==> src/rtl/xcvr_steer_pkg.sv <==
package xcvr_steer_pkg;
  localparam int LANES = 2;
  typedef enum logic [1:0] {
    DRV_NONE = 2'd0,
    DRV_A    = 2'd1,
    DRV_B    = 2'd2
  } drv_mode_e;
endpackage

==> src/rtl/xcvr_drive_ctl.sv <==
module xcvr_drive_ctl
  import xcvr_steer_pkg::*;
(
  input  logic clk,
  input  logic rst,
  input  logic bus_off,
  input  logic dir_to_b,
  output logic a_oe,
  output logic b_oe
);
  drv_mode_e mode;

  always_comb begin
    if (bus_off)       mode = DRV_NONE;
    else if (dir_to_b) mode = DRV_B;
    else               mode = DRV_A;
  end

  always_ff @(posedge clk) begin
    if (rst) begin
      a_oe <= 1'b0;
      b_oe <= 1'b0;
    end else begin
      a_oe <= (mode == DRV_A);
      b_oe <= (mode == DRV_B);
    end
  end
endmodule

==> src/rtl/xcvr_lane.sv <==
module xcvr_lane #(
  parameter int W = 9
) (
  input  logic         clk,
  input  logic         rst,
  input  logic         sel_stored,
  input  logic         src_driven,
  input  logic [W-1:0] live_in,
  input  logic [W-1:0] stored_in,
  output logic [W-1:0] out_q
);
  // Registered source choice: the pad only ever sees a flop output.
  always_ff @(posedge clk) begin
    if (rst)              out_q <= '0;
    else if (sel_stored)  out_q <= stored_in;
    else if (!src_driven) out_q <= live_in;
  end
endmodule

==> src/rtl/bidir_xcvr_steer.sv <==
module bidir_xcvr_steer
  import xcvr_steer_pkg::*;
#(
  parameter int W = 9
) (
  input  logic         clk,
  input  logic         rst,
  input  logic         sel_ab_stored,
  input  logic         sel_ba_stored,
  input  logic         bus_off,
  input  logic         dir_to_b,
  input  logic [W-1:0] a_in,
  input  logic [W-1:0] b_in,
  input  logic [W-1:0] fifo_a_rd,
  input  logic [W-1:0] fifo_b_rd,
  output logic [W-1:0] a_out,
  output logic         a_oe,
  output logic [W-1:0] b_out,
  output logic         b_oe
);
  // Lane 0 carries A to B, lane 1 carries B to A.
  logic [LANES-1:0][W-1:0] live, stored, q;
  logic [LANES-1:0]        sel, srcdrv;

  assign live[0]   = a_in;
  assign stored[0] = fifo_a_rd;
  assign sel[0]    = sel_ab_stored;
  assign srcdrv[0] = a_oe;
  assign live[1]   = b_in;
  assign stored[1] = fifo_b_rd;
  assign sel[1]    = sel_ba_stored;
  assign srcdrv[1] = b_oe;

  xcvr_drive_ctl u_drv (
    .clk      (clk),
    .rst      (rst),
    .bus_off  (bus_off),
    .dir_to_b (dir_to_b),
    .a_oe     (a_oe),
    .b_oe     (b_oe)
  );

  for (genvar g = 0; g < LANES; g++) begin : g_lane
    xcvr_lane #(.W(W)) u_lane (
      .clk        (clk),
      .rst        (rst),
      .sel_stored (sel[g]),
      .src_driven (srcdrv[g]),
      .live_in    (live[g]),
      .stored_in  (stored[g]),
      .out_q      (q[g])
    );
  end

  assign b_out = q[0];
  assign a_out = q[1];
endmodule

==> config.mk <==
export PLATFORM = sky130hd
export DESIGN_NAME = bidir_xcvr_steer
export DESIGN_NICKNAME = d
export VERILOG_FILES = /design/src/rtl/xcvr_steer_pkg.sv /design/src/rtl/xcvr_drive_ctl.sv /design/src/rtl/xcvr_lane.sv /design/src/rtl/bidir_xcvr_steer.sv
export SDC_FILE = /design/constraint.sdc
export NUM_CORES = 1
export LEC_CHECK = 0
export CAP_MARGIN = 40
export CORE_ASPECT_RATIO = 1.5
export CORE_UTILIZATION = 37
export DETAILED_ROUTE_END_ITERATION = 6
export GPL_TIMING_DRIVEN = 0
export PLACE_DENSITY_LB_ADDON = 0.2
export SYNTH_ARGS = -nofsm -noshare
export SYNTH_HDL_FRONTEND = slang
export SYNTH_SLANG_ARGS = --single-unit
==> constraint.sdc <==
create_clock -name clk -period 2.3 [get_ports clk]
set_input_delay 0.69 -clock clk [delete_from_list [all_inputs] [get_ports clk]]
set_output_delay 0.69 -clock clk [all_outputs]
set_load 0.005 [all_outputs]
* Word level (Yosys, flattened, before mapping)
Index checks and enable logic that the tools add are counted.
** Word-level totals
- Register bits after elaboration :: 20
- Bits of input ports :: 42
- Output and inout bits :: 20
** Operators by class
- Equal/unequal tests :: 4
- Mux-type cells :: 6
** Operators with widths (number)
- 9-bit two-way mux :: 4
- 2-bit two-way mux :: 2
- 2-bit != test, second input constant :: 2
- 2-bit by 1-bit == test with 1-bit output, second input constant :: 1
- 2-bit == test, second input constant :: 1

* Longest topological paths before layout
- Depth after elaboration :: 3
- Depth in mapped cells :: 3
- Gate-level depth less buffers :: 2

* Cells and area by module
From an unflattened synthesis, not the netlist that was laid out.
** Second synthesis, totals
- Cell total of the unflattened synthesis :: 84
- Area, all modules :: 898.4 um^2
** Modules (own cells, without submodules)
- xcvr_lane :: instances 2, cells each 40, area an instance 417.9 um^2, sequential area each 180.2 um^2
- xcvr_drive_ctl :: instances 1, cells each 4, area an instance 62.6 um^2, sequential area each 40.0 um^2

* Worst setup path after synthesis
No wires, ideal clock.
- Kind :: input to register
- From :: input sel_ab_stored
- To :: register g_lane[0].u_lane.out_q[0]
- Library setup time :: 0.086 ns
- Arrival time :: 1.120 ns
- Data required time :: 2.214 ns
- Slack :: 1.094 ns
- Stages :: 3
- Cells stage by stage :: clkbuf_2 -> nor2b_1 -> a211oi_1
** Between the ends
- Word-level cells in the longest chain between the ends :: 1
- Elaborated cells on any way between the ends :: 2
- Those cells by class :: 1 x eq/ne; 1 x mux
** RTL lines
- from (decl) :: line bidir_xcvr_steer.sv:8 : input logic sel_ab_stored,
- 2-bit != test (no source line) / 9-bit two-way mux (equally long branches)
- to (signal assigned) :: line xcvr_lane.sv:15 : else if (sel_stored) out_q <= stored_in;
- to (signal assigned) :: line xcvr_lane.sv:16 : else if (!src_driven) out_q <= live_in;
- to (decl) :: line xcvr_lane.sv:10 : output logic [W-1:0] out_q
Parallel ways exist; a longest one is shown, timed or not.
A chain may end at the register's enable or synchronous reset.

* Final worst setup path
- From :: register g_lane[1].u_lane.out_q[7]
- To :: output a_out[7]
** RTL lines
- from (decl) :: line xcvr_lane.sv:10
- from (signal assigned) :: line xcvr_lane.sv:15
- from (signal assigned) :: line xcvr_lane.sv:16
- to (decl) :: line bidir_xcvr_steer.sv:16 : output logic [W-1:0] a_out,
No word-level cell between the ends.

==> summary.md <==
| Metric | Value |
|---|---|
| Status | `finished clean` |
| Post-route non-filler standard cell count | `~170` |
| Crit path arrival time | `1180 ps` |
| Layout cells sized above 1 | `0.06849` |
| Worst reg2reg setup slack | `between 1000 and 1500 ps` |
| Number of optimization iterations in the first detailed-route pass | `2` |
| Hold buffers post-CTS | `0` |
| Filler cell count | `186` |
| Initial antenna violation count | `0` |
| Cell taking the most area after synthesis | `sky130_fd_sc_hd__dfxtp_1` |
| TritonCTS Buffers | `3` |
| Number of buffers on the longest clock path | `2` |
| Post-Syn Area per Cell | `10.58 um^2` |
| Worst flop-to-flop path startpoint | `u_drv.b_oe` |
| Hold Crit Depth | `2` |
| DP Cell Count | `roughly 170` |
| Total stage count of the critical path | `1` |
| Clock share of power | `0.264` |
| Skew-Pair Late Insertion Delay | `roughly 300 ps` |
| Via/cell ratio | `roughly 5` |
| Worst-path cell chain | `clkdlybuf4s50_1` |
| Estimated wirelength of the detail-placed design | `between 1.5 and 2 mm` |
| Crit path time final | `roughly 1900 ps` |
| Finish-stage setup viols | `0` |
| Vias in the first global route | `between 800 and 900` |
| Length in cells of the worst reg-to-reg path | `3` |
| Post-synthesis instance area | `888.4 um^2` |
| # port buffers | `58` |
| Buffer cell driving the clock tree root | `sky130_fd_sc_hd__clkbuf_4` |
| Gp weighted congestion | `roughly 0.73` |
| Startpoint of the most critical setup path | `g_lane[1].u_lane.out_q[7]` |
| Worst hold path type | `flip-flop to flip-flop` |
| Net Sw Power | `roughly 180 uW` |
| Cells resized by post-CTS repair | `0` |
| Area of placed instances | `about 0.0015 mm^2` |
| Timing endpoint of the critical path | `a_out[7]` |
| Highest achievable clock rate | `0.5358 GHz` |
| Number of max-cap violations | `0` |
| Sequential cell fraction of total power | `0.496` |
| Ratio of final minimum period to clock period | `0.8115` |
| Number of nets with antenna violations after detailed routing | `0` |
| Design internal power | `slightly below 600 uW` |
| Hold WS | `about 570 ps` |
| Clock transition at path regs | `around 120 ps` |
| Clock tree from TritonCTS | `yes` |
| Hold violation total from the final report | `0` |
| Drc violations | `0` |
| Synth top area cells | `sky130_fd_sc_hd__dfxtp_1, sky130_fd_sc_hd__mux2i_1, sky130_fd_sc_hd__a211oi_1` |
| Slew headroom | `0.6864` |
| Via count | `approximately 850` |
| Detailed-route wire length | `approximately 2.3 mm` |
| Ant diodes | `0` |
| Proportion of total power due to net switching | `0.2292` |
| Height of the chip | `about 62 um` |
| Cell at the slowest stage of the critical path | `sky130_fd_sc_hd__clkdlybuf4s50_1` |
| DIE AREA | `roughly 0.0026 mm^2` |
| Number of instances in the synthesized netlist | `84` |
| Synth top cells by count | `sky130_fd_sc_hd__dfxtp_1, sky130_fd_sc_hd__a211oi_1, sky130_fd_sc_hd__mux2i_1, sky130_fd_sc_hd__nor2b_1` |
| Maximum number of pins on one net before global-route repair | `12` |
| Number of cell rows | `21` |
| Maximum VDD drop | `~0.4 mV` |
| Transition time at the pin with the least slew margin | `470.4 ps` |
| Post-CTS Setup Bufs | `0` |
| Num Clock Sinks | `20` |
| Worst setup path category | `flip-flop to output pin` |
| GRT Total Usage | `0.1862` |
| Unique masters post-synth | `10` |
| Total grt overflow | `0` |
| Placeable core region | `approximately 0.0023 mm^2` |
| Buf+Inv Stages, Crit Path | `1` |
| Sequential area share after synthesis | `0.4507` |
| Number of violations reported at the end of detailed-routing iteration 0 | `8` |
| Worst clock skew | `approximately 6.0 ps` |
| Setup TNS | `0 ps` |
| Warning count from the yosys run | `0` |
| Endpoint type of the worst setup path | `output pin` |
| Setup crit start kind | `flip-flop` |
| Share of total power in combinational logic | `0.240` |
| CTS H-tree depth | `1` |
| Boundary Pins | `a little over 60` |
| Crit path largest cell delay | `510 ps` |
| Most frequently used cell type in the post-synthesis netlist | `sky130_fd_sc_hd__dfxtp_1` |
| Routed length per instance | `roughly 14 um` |
| Synth-to-Final Area Change | `72.68%` |
| Die Wd | `between 40 and 50 um` |
| Dominant synthesized flop cell | `sky130_fd_sc_hd__dfxtp_1` |
| Post-synthesis async set-or-reset flop share | `0` |
| RSZ-0062 raised after global routing | `no` |
| Effective utilization at floorplan | `0.3931` |
| Delay-heaviest family, CP | `buffers and inverters` |
| Number of flip-flops and latches in the synthesized netlist | `20` |
| Number of flops mapped to enable cells by yosys | `0` |
| Global-route wire length before repair | `between 3 and 4 mm` |
| Reg-to-reg endpoint | `g_lane[1].u_lane.out_q[0]` |
| Area share of the largest cell type after synthesis | `0.4507` |
| Layout Nets | `approximately 190` |
| Post-Layout Inst Area | `about 0.0015 mm^2` |
| Worst Path Max Fanout | `2` |
| Required arrival time at the worst endpoint | `roughly 1600 ps` |
| Post-synthesis net count | `between 100 and 150` |
| Power per unit of standard cell area | `504.8 mW/mm^2` |
| Pins over their slew limit | `0` |
| Leakage | `0.0005542 uW` |
[placed cells by master (no fill, tap or decap)]
master	Yosys	routed
sky130_fd_sc_hd__a211oi_1	18	18
sky130_fd_sc_hd__buf_6	2	2
sky130_fd_sc_hd__clkbuf_1	2	2
sky130_fd_sc_hd__clkbuf_2	2	2
sky130_fd_sc_hd__clkbuf_4	0	3
sky130_fd_sc_hd__clkbuf_8	0	1
sky130_fd_sc_hd__clkdlybuf4s50_1	0	58
sky130_fd_sc_hd__dfxtp_1	20	20
sky130_fd_sc_hd__inv_2	2	2
sky130_fd_sc_hd__mux2i_1	18	18
sky130_fd_sc_hd__nor2b_1	18	18
sky130_fd_sc_hd__nor3_1	1	1
sky130_fd_sc_hd__nor3b_1	1	1
[sequential cells by signal, summed over array words and instances, names as in the netlist]
name                 count
g_lane.u_lane.out_q     18
u_drv.b_oe               1
u_drv.a_oe               1
[metal layers]
layer,share of wire,global-route usage
met4,0.0088,0.08295
met2,0.53,0.3705
met5,0,0
met1,0.40,0.1979
met3,0.060,0.02023
[worst min-delay path, delay by kind of cell, from the launching register on]
kind / cells / cell delay (ps)
muxes: 1 / 130
DFF: 1 / 330
AOI/OAI and AO/OA: 1 / 80
[logic make-up after synthesis]
| logic type | after synthesis | share of synthesized area |
|---|---|---|
| AO/OA/AOI/OAI | 18 | 0.1521 |
| AND/OR/NAND/NOR | 20 | 0.1408 |
| buffers and inverters | 8 | 0.05353 |
| flip-flops | 20 | 0.4507 |
| multiplexers | 18 | 0.2028 |
[cell type report]
cell class | instances | area (um^2) | share of cell area
buffer | 6 | 40.04 | 0.02610
multi-input combinational | 56 | 440.4 | 0.2871
clock buffer | 4 | 36.28 | 0.02365
sequential | 20 | 400.4 | 0.2610
inverter | 2 | 7.507 | 0.004894
timing repair buffer | 58 | 580.6 | 0.3785
tap | 23 | 28.78 | 0.01876
[per-stage QoR]
step,power [uW],worst slack [ps],utilization
finish,774.4,433.7,0.6788
global route,813.5,378.0,0.6788
CTS,784.6,421.4,0.6788
detailed placement,578.4,752.7,0.6628
global placement,574.5,781.4,0.6628
floorplan,453.3,1094,-
[power groups by stage]
stage,clock [uW],combinational [uW],sequential [uW]
after floorplan,0,60.0,393
after global placement,0,184,390
after detailed placement,0,187,391
after CTS,212,188,384
after global routing,224,202,387
final,204,186,384
[how the worst min path moves through the flow]
| stage | start | end | slack [ps] |
|---|---|---|---|
| floorplan | g_lane[0].u_lane.out_q[0] | g_lane[0].u_lane.out_q[0] | 550 |
| global placement | g_lane[1].u_lane.out_q[4] | g_lane[1].u_lane.out_q[4] | 540 |
| detailed placement | g_lane[0].u_lane.out_q[4] | g_lane[0].u_lane.out_q[4] | 550 |
| CTS | g_lane[0].u_lane.out_q[6] | g_lane[0].u_lane.out_q[6] | 580 |
| global route | g_lane[1].u_lane.out_q[1] | g_lane[1].u_lane.out_q[1] | 600 |
| finish | g_lane[1].u_lane.out_q[5] | g_lane[1].u_lane.out_q[5] | 570 |
No activity file was read; power rests on OpenSTA's default activity.
